File: src/rtl/ir_seq_pkg.sv
package ir_seq_pkg;
  localparam int CMD_W = 16;
  localparam int PULSE_W = 14;

  typedef struct packed {
    logic               carrier;
    logic               shadow;
    logic [PULSE_W-1:0] pulses;
  } ir_cmd_t;

  typedef enum logic [3:0] {
    MODE_PLAIN = 4'h3,
    MODE_QUEUE = 4'h7
  } ir_mode_e;
endpackage

File: src/rtl/ir_cmd_fifo.sv
module ir_cmd_fifo #(
  parameter int DEPTH = 8,
  parameter int W     = 16,
  localparam int AW   = (DEPTH > 1) ? $clog2(DEPTH) : 1,
  localparam int CW   = $clog2(DEPTH + 1)
) (
  input  logic          clk,
  input  logic          rst_n,
  input  logic          push,
  input  logic          pop,
  input  logic          clr,
  input  logic [W-1:0]  din,
  output logic [W-1:0]  dout,
  output logic [CW-1:0] count,
  output logic          empty,
  output logic          full,
  output logic          ovf
);
  logic [W-1:0]  mem [DEPTH];
  logic [AW-1:0] wp_q, wp_nx, rp_q, rp_nx;
  logic [CW-1:0] cnt_q, cnt_nx;
  logic          ovf_q, ovf_nx;
  logic          push_ok, pop_ok;

  assign empty   = (cnt_q == '0);
  assign full    = (cnt_q == CW'(DEPTH));
  assign push_ok = push & ~full & ~clr;
  assign pop_ok  = pop & ~empty & ~clr;

  function automatic logic [AW-1:0] bump(input logic [AW-1:0] p);
    return (p == AW'(DEPTH - 1)) ? '0 : p + 1'b1;
  endfunction

  always_comb begin
    wp_nx  = wp_q;
    rp_nx  = rp_q;
    cnt_nx = cnt_q;
    ovf_nx = ovf_q;
    if (clr) begin
      wp_nx  = '0;
      rp_nx  = '0;
      cnt_nx = '0;
      ovf_nx = 1'b0;
    end else begin
      if (push_ok) wp_nx = bump(wp_q);
      if (pop_ok)  rp_nx = bump(rp_q);
      if (push & full) ovf_nx = 1'b1;
      case ({push_ok, pop_ok})
        2'b10:   cnt_nx = cnt_q + 1'b1;
        2'b01:   cnt_nx = cnt_q - 1'b1;
        default: cnt_nx = cnt_q;
      endcase
    end
  end

  always_ff @(posedge clk or negedge rst_n) begin
    if (!rst_n) begin
      wp_q  <= '0;
      rp_q  <= '0;
      cnt_q <= '0;
      ovf_q <= 1'b0;
    end else begin
      wp_q  <= wp_nx;
      rp_q  <= rp_nx;
      cnt_q <= cnt_nx;
      ovf_q <= ovf_nx;
    end
  end

  always_ff @(posedge clk) begin
    if (push_ok) mem[wp_q] <= din;
  end

  assign dout  = mem[rp_q];
  assign count = cnt_q;
  assign ovf   = ovf_q;
endmodule

File: src/rtl/ir_burst_ctrl.sv
module ir_burst_ctrl
  import ir_seq_pkg::*;
#(
  parameter int TIME_W = 16
) (
  input  logic              clk,
  input  logic              rst_n,
  input  logic [3:0]        mode,
  input  logic              run,
  input  ir_cmd_t           head,
  input  logic              empty,
  input  logic [TIME_W-1:0] cmp_pri,
  input  logic [TIME_W-1:0] max_pri,
  input  logic [TIME_W-1:0] cmp_shd,
  input  logic [TIME_W-1:0] max_shd,
  output logic              pop,
  output logic              wave,
  output logic              busy
);
  logic               plain_md, queue_md;
  logic               act_q, act_nx, car_q, car_nx, shd_q, shd_nx;
  logic [PULSE_W-1:0] rem_q, rem_nx;
  logic [TIME_W-1:0]  cnt_q, cnt_nx;
  logic               use_shd, last_tick, end_burst;
  logic [TIME_W-1:0]  max_sel, cmp_sel;

  assign plain_md  = run && (mode == MODE_PLAIN);
  assign queue_md  = run && (mode == MODE_QUEUE);
  assign busy      = plain_md | queue_md;
  assign use_shd   = queue_md & shd_q;
  assign max_sel   = use_shd ? max_shd : max_pri;
  assign cmp_sel   = use_shd ? cmp_shd : cmp_pri;
  assign last_tick = (cnt_q >= max_sel);
  assign end_burst = act_q & last_tick & (rem_q == PULSE_W'(1));

  always_comb begin
    act_nx = act_q;
    car_nx = car_q;
    shd_nx = shd_q;
    rem_nx = rem_q;
    cnt_nx = cnt_q;
    pop    = 1'b0;
    if (!busy) begin
      act_nx = 1'b0;
      cnt_nx = '0;
    end else if (plain_md) begin
      act_nx = 1'b0;
      cnt_nx = last_tick ? '0 : cnt_q + 1'b1;
    end else if ((!act_q || end_burst) && !empty) begin
      // load next word on the burst's final edge: no gap between words
      pop    = 1'b1;
      car_nx = head.carrier;
      shd_nx = head.shadow;
      rem_nx = head.pulses;
      cnt_nx = '0;
      act_nx = (head.pulses != '0);
    end else if (act_q) begin
      if (last_tick) begin
        cnt_nx = '0;
        rem_nx = rem_q - 1'b1;
        act_nx = (rem_q != PULSE_W'(1));
      end else begin
        cnt_nx = cnt_q + 1'b1;
      end
    end
  end

  always_ff @(posedge clk or negedge rst_n) begin
    if (!rst_n) begin
      act_q <= 1'b0;
      car_q <= 1'b0;
      shd_q <= 1'b0;
      rem_q <= '0;
      cnt_q <= '0;
    end else begin
      act_q <= act_nx;
      car_q <= car_nx;
      shd_q <= shd_nx;
      rem_q <= rem_nx;
      cnt_q <= cnt_nx;
    end
  end

  assign wave = plain_md ? (cnt_q < cmp_pri)
                         : (queue_md & act_q & car_q & (cnt_q < cmp_sel));
endmodule

File: src/rtl/ir_burst_seq.sv
module ir_burst_seq
  import ir_seq_pkg::*;
#(
  parameter int DEPTH  = 8,
  parameter int TIME_W = 16,
  localparam int CW    = $clog2(DEPTH + 1)
) (
  input  logic              clk,
  input  logic              rst_n,
  input  logic [1:0]        wr_strobe,
  input  logic [CMD_W-1:0]  wr_data,
  input  logic [3:0]        mode,
  input  logic              run,
  input  logic              fifo_clr,
  input  logic [TIME_W-1:0] cmp_pri,
  input  logic [TIME_W-1:0] max_pri,
  input  logic [TIME_W-1:0] cmp_shd,
  input  logic [TIME_W-1:0] max_shd,
  input  logic [CW-1:0]     trig_lvl,
  output logic              wave_out,
  output logic [CW-1:0]     fifo_count,
  output logic              fifo_empty,
  output logic              fifo_full,
  output logic              low_irq,
  output logic              overflow,
  output logic              busy
);
  logic [1:0]       rst_sync_q;
  logic             rst_sync_n;
  logic             seq_pop, clr_ok;
  logic [CMD_W-1:0] head_word;

  always_ff @(posedge clk or negedge rst_n) begin
    if (!rst_n) rst_sync_q <= 2'b00;
    else        rst_sync_q <= {rst_sync_q[0], 1'b1};
  end
  assign rst_sync_n = rst_sync_q[1];

  assign clr_ok = fifo_clr & ~busy;

  ir_cmd_fifo #(.DEPTH(DEPTH), .W(CMD_W)) fifo_i (
    .clk   (clk),
    .rst_n (rst_sync_n),
    .push  (|wr_strobe),
    .pop   (seq_pop),
    .clr   (clr_ok),
    .din   (wr_data),
    .dout  (head_word),
    .count (fifo_count),
    .empty (fifo_empty),
    .full  (fifo_full),
    .ovf   (overflow)
  );

  ir_burst_ctrl #(.TIME_W(TIME_W)) ctrl_i (
    .clk     (clk),
    .rst_n   (rst_sync_n),
    .mode    (mode),
    .run     (run),
    .head    (ir_cmd_t'(head_word)),
    .empty   (fifo_empty),
    .cmp_pri (cmp_pri),
    .max_pri (max_pri),
    .cmp_shd (cmp_shd),
    .max_shd (max_shd),
    .pop     (seq_pop),
    .wave    (wave_out),
    .busy    (busy)
  );

  assign low_irq = (fifo_count < trig_lvl);
endmodule

File: config.mk
export PLATFORM = sky130hd
export DESIGN_NAME = ir_burst_seq
export DESIGN_NICKNAME = d
export VERILOG_FILES = /design/src/rtl/ir_seq_pkg.sv /design/src/rtl/ir_cmd_fifo.sv /design/src/rtl/ir_burst_ctrl.sv /design/src/rtl/ir_burst_seq.sv
export SDC_FILE = /design/constraint.sdc
export NUM_CORES = 1
export LEC_CHECK = 0
export BUFFER_PORTS_ARGS = -buffer_cell sky130_fd_sc_hd__buf_2
export CAP_MARGIN = 20
export CORE_MARGIN = 2
export CORE_UTILIZATION = 50
export CTS_CLUSTER_DIAMETER = 200
export CTS_CLUSTER_SIZE = 25
export DETAILED_ROUTE_END_ITERATION = 8
export PLACE_DENSITY = 0.75
export RECOVER_POWER = 100
export SLEW_MARGIN = 10
export SYNTH_ARGS = -nofsm -noshare
export SYNTH_HDL_FRONTEND = slang
export SYNTH_HIERARCHICAL = 1
export SYNTH_SLANG_ARGS = --single-unit
File: constraint.sdc
create_clock -name clk -period 4.3 [get_ports clk]
set_input_delay 0.86 -clock clk [delete_from_list [all_inputs] [get_ports clk]]
set_output_delay 0.86 -clock clk [all_outputs]
set_load 0.01 [all_outputs]
==> results.cfg <==
[status]
outcome = finished with violations
violations = capacitance limit, slew limit, setup timing

[timing]
whs_ps = 209
rsz0062_at_grt = true
setup_viol = 1
tightest_slew_ps = 2470
period_minus_slack_ps = 4430
clock.fmax_ghz = 0.226
fin_skew_ps = 6.42
period_share_pct = 103
hold_viol = 0
slew_headroom_pct = -64.8
drv_slew = 45
setup_slack_ps = -132

[route]
vias = 6207
avgRoutedWirePerCell_um = 19.2
ant_nets = 0
drc = 0
finalWirelength_um = 20200
viasPerCell = 5.89
first_iter_violations = 446
first_pass_iters = 5

[cells_and_area]
synthToLayoutAreaGrowth_pct = 18.7
antenna_cells = 0
drive_gt1_share_pct = 29.0
fin_util_pct = 60.6
finalInstanceArea_um2 = 10900
nNetsFinal = 966
stdcell_count = 1054

[die]
initial_utilization_pct = 51.0
die_w_um = 139
die-area_um2 = 19400
core_um2 = 18000
num_io_pins = 104
die_h_um = 139
row_count = 49

[yosys]
synth_edf_count = 128
synth_fa_ha_area_share_pct = 8.13
synth.most_common_cell = edfxtp_1
ys_types = 64
synthArstFlopShare_pct = 26.4
yosys-top-cells-count = 128 x edfxtp_1, 58 x ha_1, 55 x mux2i_1, 46 x dfrtp_1, 34 x nand2_1
ys_seq_elements = 174
synthCells = 673
synth.top_cell.area_share_pct = 41.9
synthTopCellsByArea = edfxtp_1 42%, dfrtp_1 13%, ha_1 7.9%
netlist_area_um2 = 9170
yosysWarningCount = 6
synth_largest_area_cell = edfxtp_1
synth.area.mux_share_pct = 16.6
synth_ff_type = edfxtp_1
synth_top_family_by_area = multiplexers
synth-compound-area-share_pct = 7.57
synth-simple-area-share_pct = 10.1
synth_area_per_cell_um2 = 13.6
yosysSeqAreaShare_pct = 54.5
synth_xor_area_share_pct = 0.191
synth_nets = 826

[setup_path]
worstReg2RegStart = ctrl_i/shd_q
worstSetupPathType = input port to flip-flop
reg2reg_to = fifo_i/count[3]
arrival_ps = 4730
cp-start-kind = input port
cp.required_ps = 4600
r2r_slack_ps = 320
crit_fanout = 4
reg2reg_depth = 17
end_kind = flip-flop

[clock_tree]
cts.clk_slew.worst_paths_ps = 60
root_buffer = clkbuf_16
clkLatencyLatePin_ps = 420
cts_buffers = 17
h-tree-depth = 4
cts_tree = yes
cts.sinks = 174
cts_buffer_depth = 2

[placement]
dp_hpwl_um = 14000
place_congestion = 0.845
dpl.cell_count = 1018
placed_cell_area_um2 = 10200
post-place-ws_ps = -678
io_buffers = 103

[power]
irDropWorstVdd_mv = 0.391
p_leak_nw = 4.57
powerDensity_nw_per_um2 = 372

[global_routing]
antenna_found_initial = 0
grt_pass1_wl_um = 33300
first_global_vias = 6571
grt.total_usage_pct = 21.7
grt-ovfl-total = 0
grt_max_degree = 45

[min_path]
hold_path_class = input port to async pin

[run]
maxCapViolations = 1
metrics by stage:
| step | total power (W) | TNS, ps |
|---|---|---|
| floorplan | 0.00237 | -1010 |
| global placement | 0.00250 | -1590 |
| detailed placement | 0.00253 | -2300 |
| CTS | 0.00408 | -164 |
| global route | 0.00421 | -440 |
| finish | 0.00405 | -132 |
sequential cells by signal, indices dropped and copies added (netlist names):
register and count:
ctrl_i/rem_q 14, fifo_i/rp_q 3, ctrl_i/car_q 1, ctrl_i/cnt_q 16, fifo_i/count 4, ctrl_i/shd_q 1, ctrl_i/act_q 1, fifo_i/wp_q 3
fifo_i/mem 128, fifo_i/ovf 1, rst_sync_q 2
metal layers:
layer / routed length, um / global-route usage [%] / vias up / part of all wire (%)
met5: 0 / 0 / - / 0
li1: - / - / 2890 / -
met4: 299 / 7.07 / 0 / 1.5
met3: 1140 / 4.68 / 22 / 5.6
met2: 10500 / 37.4 / 193 / 52
met1: 8320 / 27.5 / 3102 / 41
worst max-delay path, cell delays in order:
cell and delay, ps:
buf_6 90, and4b_2 300, nand3_4 160, mux2_4 340, ha_1 270, nand2b_1 90, a2111oi_1 80, o311a_1 310
o2111a_2 280, or3_4 370, nor2_8 110, o41ai_4 80, a21oi_2 140, nor2b_4 180, ha_1 240, a21o_1 230
a21oi_2 150, nor3b_1 60, or3b_1 370
how the worst max path moves through the flow:
stage                        from         endpoint  slack, ps  depth (start not counted)
after floorplan           mode[3]  fifo_i/count[3]       -560                         21
after global placement    mode[3]  fifo_i/count[3]       -530                         19
after detailed placement  mode[3]  fifo_i/count[3]       -680                         19
after CTS                 mode[3]  fifo_i/count[3]       -160                         19
after global routing      mode[3]  fifo_i/count[3]       -310                         19
final                     mode[3]  fifo_i/count[3]       -130                         19
placed cells by master (no fill, tap or decap), types with 4 or more instances in the layout:
master	count
a21o_1	9
a21oi_1	25
a21oi_2	9
a22oi_1	6
a2bb2oi_1	4
and3_1	5
buf_2	81
buf_4	39
clkbuf_1	23
clkbuf_16	17
dfrtp_1	44
edfxtp_1	128
ha_1	57
inv_1	33
inv_6	4
mux2_2	17
mux2i_1	55
mux4_2	32
nand2_1	34
nand2b_1	9
nand3_1	23
nand4_1	12
nor2_1	31
nor2b_1	5
nor3_1	12
nor4_1	9
o211ai_1	4
o21ai_0	16
or3_1	6
report_power, final:
| part | internal, W | total (W) | switching (W) | leakage [nW] |
|---|---|---|---|---|
| registers | 0.00191 | 0.00200 | 0.0000947 | 1.75 |
| clock network | 0.000914 | 0.00154 | 0.000629 | 0.285 |
| logic | 0.000227 | 0.000507 | 0.000280 | 2.53 |
| total | 0.00305 | 0.00405 | 0.00100 | 4.57 |
final cells by class:
cell class,instances,area (um^2)
flip-flops and latches,174,5000
multi-input cells,439,3990
inverters,33,124
repair buffers,148,895
clock inverters,13,163
well taps,229,287
clock buffers,18,429
fillers,1340,7080
cells by family (layout without fill, tap and decap cells):
logic type	after synthesis	count (layout)
muxes	109	109
other	1	1
adders and majority gates	59	59
buffers and inverters	60	212
and+or+nand+nor	170	170
DFF	174	174
AOI/OAI and AO/OA	98	98
xor gates and xnor gates	2	2
what timing repair did:
action,4_1_cts,5_1_grt
endpoints found under the hold margin,0,0
buffers inserted,1,3
hold buffers,0,0
resized for setup,6,11
pin swaps,2,4
setup endpoints to repair,3,3
(Power assumes the default switching activity.)
